<file path="config.mk">
export PLATFORM = sky130hd
export DESIGN_NAME = dram_refresh_sched
export DESIGN_NICKNAME = d
export VERILOG_FILES = /design/src/rtl/dram_refresh_pkg.sv /design/src/rtl/refresh_interval_timer.sv /design/src/rtl/refresh_row_counter.sv /design/src/rtl/refresh_arbiter.sv /design/src/rtl/dram_refresh_sched.sv
export SDC_FILE = /design/constraint.sdc
export NUM_CORES = 1
export LEC_CHECK = 0
export ABC_AREA = 0
export ABC_CLOCK_PERIOD_IN_PS = 2450
export BUFFER_PORTS_ARGS = -buffer_cell sky130_fd_sc_hd__buf_2
export CAP_MARGIN = 20
export CORE_MARGIN = 2
export CORE_UTILIZATION = 45
export CTS_CLUSTER_DIAMETER = 80
export DETAILED_ROUTE_END_ITERATION = 8
export GPL_TIMING_DRIVEN = 0
export PLACE_DENSITY = 0.73
export SLEW_MARGIN = 30
export SYNTH_ARGS = -nofsm -noshare
export SYNTH_HDL_FRONTEND = slang
export SYNTH_SLANG_ARGS = --single-unit
</file>
<file path="constraint.sdc">
create_clock -name clk -period 2.45 [get_ports clk]
set_input_delay 0.3675 -clock clk [delete_from_list [all_inputs] [get_ports clk]]
set_output_delay 0.3675 -clock clk [all_outputs]
set_load 0.01 [all_outputs]
</file>
<file path="src/rtl/dram_refresh_pkg.sv">
package dram_refresh_pkg;

  // Clocks in one retention period.
  function automatic longint unsigned retention_cycles(
    input longint unsigned clk_khz, input longint unsigned ret_us);
    return (clk_khz * ret_us) / 64'd1000;
  endfunction

  // Clocks in one evenly spread row slot.
  function automatic longint unsigned slot_cycles(
    input longint unsigned clk_khz, input longint unsigned ret_us,
    input longint unsigned rows);
    return retention_cycles(clk_khz, ret_us) / rows;
  endfunction

  // Spread-mode period: slot minus a rounded-up share of the latency margin.
  function automatic longint unsigned spread_period(
    input longint unsigned clk_khz, input longint unsigned ret_us,
    input longint unsigned rows, input longint unsigned margin);
    longint unsigned s;
    s = slot_cycles(clk_khz, ret_us, rows);
    return s - ((s * margin + rows - 1) / rows);
  endfunction

endpackage

</file>
<file path="src/rtl/refresh_interval_timer.sv">
module refresh_interval_timer
  import dram_refresh_pkg::*;
#(
  parameter int unsigned      CNT_W   = 20,
  parameter longint unsigned  SPREAD_P = 100,
  parameter longint unsigned  BURST_P  = 1000
) (
  input  logic clk,
  input  logic rst_n,
  input  logic burst_mode,
  output logic tick
);
  localparam logic [CNT_W-1:0] SPREAD_LAST = CNT_W'(SPREAD_P - 1);
  localparam logic [CNT_W-1:0] BURST_LAST  = CNT_W'(BURST_P - 1);

  logic [CNT_W-1:0] cnt;
  logic [CNT_W-1:0] last;

  assign last = burst_mode ? BURST_LAST : SPREAD_LAST;
  // ">=" keeps the timer bounded if the mode shortens the period mid-count.
  assign tick = (cnt >= last);

  always_ff @(posedge clk) begin
    if (!rst_n)    cnt <= '0;
    else if (tick) cnt <= '0;
    else           cnt <= cnt + 1'b1;
  end

  // reload straight after expiry, independent of any servicing.
  assert_reload_R2: assert property (@(posedge clk) disable iff (!rst_n)
    tick |=> (cnt == '0));
  // otherwise the timer only counts up by one.
  assert_free_run_R2: assert property (@(posedge clk) disable iff (!rst_n)
    !tick |=> (cnt == $past(cnt) + 1'b1));
endmodule

</file>
<file path="src/rtl/refresh_row_counter.sv">
module refresh_row_counter #(
  parameter int unsigned ROW_W = 8
) (
  input  logic             clk,
  input  logic             rst_n,
  input  logic             row_strobe,
  input  logic             row_clear,
  output logic [ROW_W-1:0] row,
  output logic             row_wrap
);
  localparam logic [ROW_W-1:0] ROW_TOP = '1;

  assign row_wrap = row_strobe && !row_clear && (row == ROW_TOP);

  always_ff @(posedge clk) begin
    if (!rst_n)          row <= '0;
    else if (row_clear)  row <= '0;
    else if (row_strobe) row <= row + 1'b1;
  end

  // one row per strobe.
  assert_row_step_R7: assert property (@(posedge clk) disable iff (!rst_n)
    (row_strobe && !row_clear) |=> (row == $past(row) + 1'b1));
  // burst start puts the counter back at row zero.
  assert_row_clear_R9: assert property (@(posedge clk) disable iff (!rst_n)
    row_clear |=> (row == '0));
endmodule

</file>
<file path="src/rtl/refresh_arbiter.sv">
module refresh_arbiter (
  input  logic clk,
  input  logic rst_n,
  input  logic tick,
  input  logic burst_mode,
  input  logic cpu_req,
  input  logic access_busy,
  input  logic row_strobe,
  input  logic row_wrap,
  output logic row_clear,
  output logic ref_req,
  output logic ref_grant,
  output logic cpu_grant,
  output logic overrun
);
  logic pending;
  logic active;
  logic burst_on;

  // Named events, visible to the assertions.
  logic grant_ok;
  logic overrun_evt;
  logic burst_rearm;

  assign grant_ok    = pending && !access_busy && !active;
  assign row_clear   = tick && burst_mode;
  assign burst_rearm = burst_on && row_strobe && !row_wrap;
  assign overrun_evt = tick && ((pending && !grant_ok) || burst_on);

  assign ref_req   = pending || burst_on;
  assign cpu_grant = cpu_req && !ref_req && !active;

  always_ff @(posedge clk) begin
    if (!rst_n) begin
      pending   <= 1'b0;
      active    <= 1'b0;
      burst_on  <= 1'b0;
      overrun   <= 1'b0;
      ref_grant <= 1'b0;
    end else begin
      ref_grant <= grant_ok;

      if (tick || burst_rearm) pending <= 1'b1;
      else if (grant_ok)       pending <= 1'b0;

      if (grant_ok)        active <= 1'b1;
      else if (row_strobe) active <= 1'b0;

      if (row_clear)     burst_on <= 1'b1;
      else if (row_wrap) burst_on <= 1'b0;

      if (overrun_evt) overrun <= 1'b1;
    end
  end

  assert_grant_prompt_R4: assert property (@(posedge clk) disable iff (!rst_n)
    grant_ok |=> ref_grant);
  assert_grant_pulse_R4: assert property (@(posedge clk) disable iff (!rst_n)
    ref_grant |=> !ref_grant);
  assert_wait_access_R5: assert property (@(posedge clk) disable iff (!rst_n)
    access_busy |=> !ref_grant);
  assert_req_held_R3: assert property (@(posedge clk) disable iff (!rst_n)
    $fell(pending) |-> ref_grant);
  assert_one_owner_R6: assert property (@(posedge clk) disable iff (!rst_n)
    $onehot0({cpu_grant, ref_grant}));
  assert_overrun_sticky_R8: assert property (@(posedge clk) disable iff (!rst_n)
    overrun |=> overrun);
  assert_burst_hold_R10: assert property (@(posedge clk) disable iff (!rst_n)
    (burst_on && !row_wrap) |=> (ref_req && !cpu_grant));
endmodule

</file>
<file path="src/rtl/dram_refresh_sched.sv">
module dram_refresh_sched
  import dram_refresh_pkg::*;
#(
  parameter int unsigned CLK_KHZ      = 250000,
  parameter int unsigned RETENTION_US = 4000,
  parameter int unsigned ROWS         = 256,
  parameter int unsigned LAT_MARGIN   = 4,
  localparam int unsigned ROW_W       = $clog2(ROWS)
) (
  input  logic             clk,
  input  logic             rst_n,
  input  logic             burst_mode,
  input  logic             cpu_req,
  input  logic             access_busy,
  input  logic             row_strobe,
  output logic             ref_req,
  output logic             ref_grant,
  output logic             cpu_grant,
  output logic [ROW_W-1:0] ref_row,
  output logic             overrun
);
  localparam longint unsigned BURST_P  = retention_cycles(CLK_KHZ, RETENTION_US);
  localparam longint unsigned SPREAD_P = spread_period(CLK_KHZ, RETENTION_US, ROWS, LAT_MARGIN);
  localparam int unsigned     CNT_W    = $clog2(BURST_P + 1);

  logic tick;
  logic row_clear;
  logic row_wrap;

  refresh_interval_timer #(
    .CNT_W(CNT_W), .SPREAD_P(SPREAD_P), .BURST_P(BURST_P)
  ) u_timer (
    .clk(clk), .rst_n(rst_n), .burst_mode(burst_mode), .tick(tick)
  );

  refresh_row_counter #(.ROW_W(ROW_W)) u_rows (
    .clk(clk), .rst_n(rst_n), .row_strobe(row_strobe), .row_clear(row_clear),
    .row(ref_row), .row_wrap(row_wrap)
  );

  refresh_arbiter u_arb (
    .clk(clk), .rst_n(rst_n), .tick(tick), .burst_mode(burst_mode),
    .cpu_req(cpu_req), .access_busy(access_busy), .row_strobe(row_strobe),
    .row_wrap(row_wrap), .row_clear(row_clear), .ref_req(ref_req),
    .ref_grant(ref_grant), .cpu_grant(cpu_grant), .overrun(overrun)
  );

  initial begin
    assert_params_R2: assert (SPREAD_P >= 2 && (1 << ROW_W) == ROWS);
  end
endmodule

</file>
==> qor.csv <==
metric;value;unit
highest_layer;met4;
yosysMostFrequentCell;dfxtp_1;
wl_met2;1.55;mm
clock_latency;0.30;ns
yosysTopAreaCellShare;0.365;
critPathMaxStageDelay;0.40;ns
numCtsBuffers;5;
min_path_type;input port to register;
grt_antenna_before_repair;0;
ys_warn_count;0;
die_h;67.4;um
syn-cell-area;1810;sq um
start_util;0.459;
synthCells;199;
final_cells;273;
syn_to_final_growth;12.6;%
finalSetupViolations;0;
maxSlewViolCount;0;
rsz0062_at_grt;no;
path_clk_slew;0.07;ns
grt_max_degree;12;
hold_viol_final;0;
wl_met1;1.52;mm
synth.largest_area_cell;dfxtp_1;
clkSinkCount;33;
min_path_cells;2;
synth_cell_type_count;39;
post-place-cells;265;
worstRegToRegCells;6;
synth_nets;219;
synth_area_leaders;dfxtp_1, ha_1, nor2_2, xor2_1, xnor2_1;
avgSynthCellArea;9.10;sq um
post-route-period-util;0.870;
wl_per_cell;12.0;um
power_leakage;0.857;nW
grt_pass1_vias;1335;
fin_setup_tns;0;ns
fin_nets;242;
cts_resized;0;
critical_path_class;input port to register;
fin_crit;2.13;ns
h-tree-depth;2;
crit_fanout;10;
drt_iter0_markers;44;
power.total;0.00103;W
core.rowCount;23;
cts_root_buf;clkbuf_8;
worstMarginPinSlew;0.465;ns
ant_nets;0;
grt.total_usage;0.167;
crit_top_cell;a21o_1;
grt_pass1_wl;5.58;mm
synth_common_cells;dfxtp_1, nand2_1, nor2_2;
port-buffer-count;16;
critPathCaptureType;register;
finClkSkew;0.00914;ns
cts_setup_buffers;0;
fillerInstances;373;
timing.critical_path.buf_inv;2;
irDropWorstVdd;0.000330;V
async_reset_ff_frac;0;
core_area;3940;sq um
cp_data_required_time;2.63;ns
worst-path-stages;8;
pre_cts_slack;-0.0199;ns
clock_path_buffers;2;
drc;0;
vias;1397;
worstPathArrival;2.31;ns
die_area;4550;sq um
crit_family;compound AO/OA/AOI/OAI gates;
p_per_area;503;nW/um^2
gp_congestion;0.796;
synth_edf_count;0;
drv_cap;0;
wl;3.28;mm
slew_headroom;0.687;
ios;18;
holdWs;0.416;ns
die_w;67.4;um
max_freq;469;MHz
hpwl;2.38;mm
layout-drive-gt1-share;0.256;
diodes;0;
overflow;0;
crit_path_start_kind;input port;
outcome;finished, final reports clean;
cts_tree;done;
drt-vias-per-instance;5.12;
synth_top_flop_cell;dfxtp_1;
wl_met3;121;um
synth_seq_cells;33;
cp_slowest_cell;a311oi_2;
hold_buffers;0;
ys_seq_area_frac;0.365;
dr.pass1.iters;4;
crit_chain;buf_2, inv_1, ha_1, a21o_1, a21o_1, a311oi_2, nand2_1, o31a_1;
final.setup.worst_slack;0.318;ns
final cells by class:
class,instances,area (sq um),area share
Multi-Input combinational cell,156,1100,0.538
Sequential cell,33,661,0.324
Timing Repair Buffer,16,80.1,0.0393
Clock buffer,5,68.8,0.0337
Tap cell,50,62.6,0.0307
Buffer,4,30.0,0.0147
Inverter,6,22.5,0.0110
Clock inverter,3,17.5,0.00859
routing by layer:
layer,global-route usage,vias to the layer above
met5,0,-
met4,0.0995,0
met3,0.0417,10
met2,0.286,20
met1,0.186,631
li1,-,736
power by group:
group          internal (W)  total [W]  switching (W)
sequential         0.000544   0.000554     0.00000978
clock              0.000196   0.000403       0.000208
combinational     0.0000276  0.0000681      0.0000405
flip-flops by register name (all words and copies together), names as in the netlist:
register         cells
u_timer.cnt         20
u_arb.active         1
u_arb.burst_on       1
u_rows.row           8
u_arb.overrun        1
u_arb.ref_grant      1
u_arb.pending        1
worst reg2reg max path, delay by kind of cell, from the launching register on:
| family | cells | cell delay, ns |
|---|---|---|
| AND/OR/NAND/NOR | 1 | 0.14 |
| flip-flops | 1 | 0.47 |
| AO/OA/AOI/OAI | 4 | 1.10 |
| adder cells (fa/ha/maj) | 1 | 0.29 |
layout by cell type, fill, tap and decap left out, types with 3 or more instances in the layout:
master | netlist | layout
buf_2 | 0 | 16
nand4_1 | 7 | 7
xor2_1 | 13 | 13
ha_1 | 14 | 14
xnor2_1 | 11 | 11
nand3_1 | 11 | 11
nor3_1 | 4 | 4
nand2_1 | 23 | 23
inv_1 | 6 | 6
nor2_1 | 15 | 15
clkbuf_8 | 0 | 5
nor4_1 | 3 | 3
nor2_2 | 19 | 19
a21oi_1 | 3 | 3
dfxtp_1 | 33 | 33
o21ai_0 | 3 | 3
path summary, 6_finish.rpt:
kind	startpoint	to	slack [ns]
worst max-delay path	burst_mode	u_arb.pending	0.32
worst min register to register	u_timer.cnt[0]	u_timer.cnt[0]	0.48
worst max register to register	u_timer.cnt[2]	u_arb.pending	0.35
worst min-delay path	rst_n	u_arb.active	0.42
kinds of logic after synthesis:
logic type / synth area share
AOI/OAI and AO/OA: 0.0857
xor gates and xnor gates: 0.116
buffers and inverters: 0.0290
muxes: 0.00553
DFF: 0.365
and+or+nand+nor: 0.302
adders and majority gates: 0.0968
stage by stage:
step / area (sq um) / utilization
floorplan: 1810 / -
global placement: 1950 / 0.495
detailed placement: 1950 / 0.495
CTS: 2040 / 0.517
global route: 2040 / 0.517
finish: 2040 / 0.517
(Power assumes the default switching activity.)
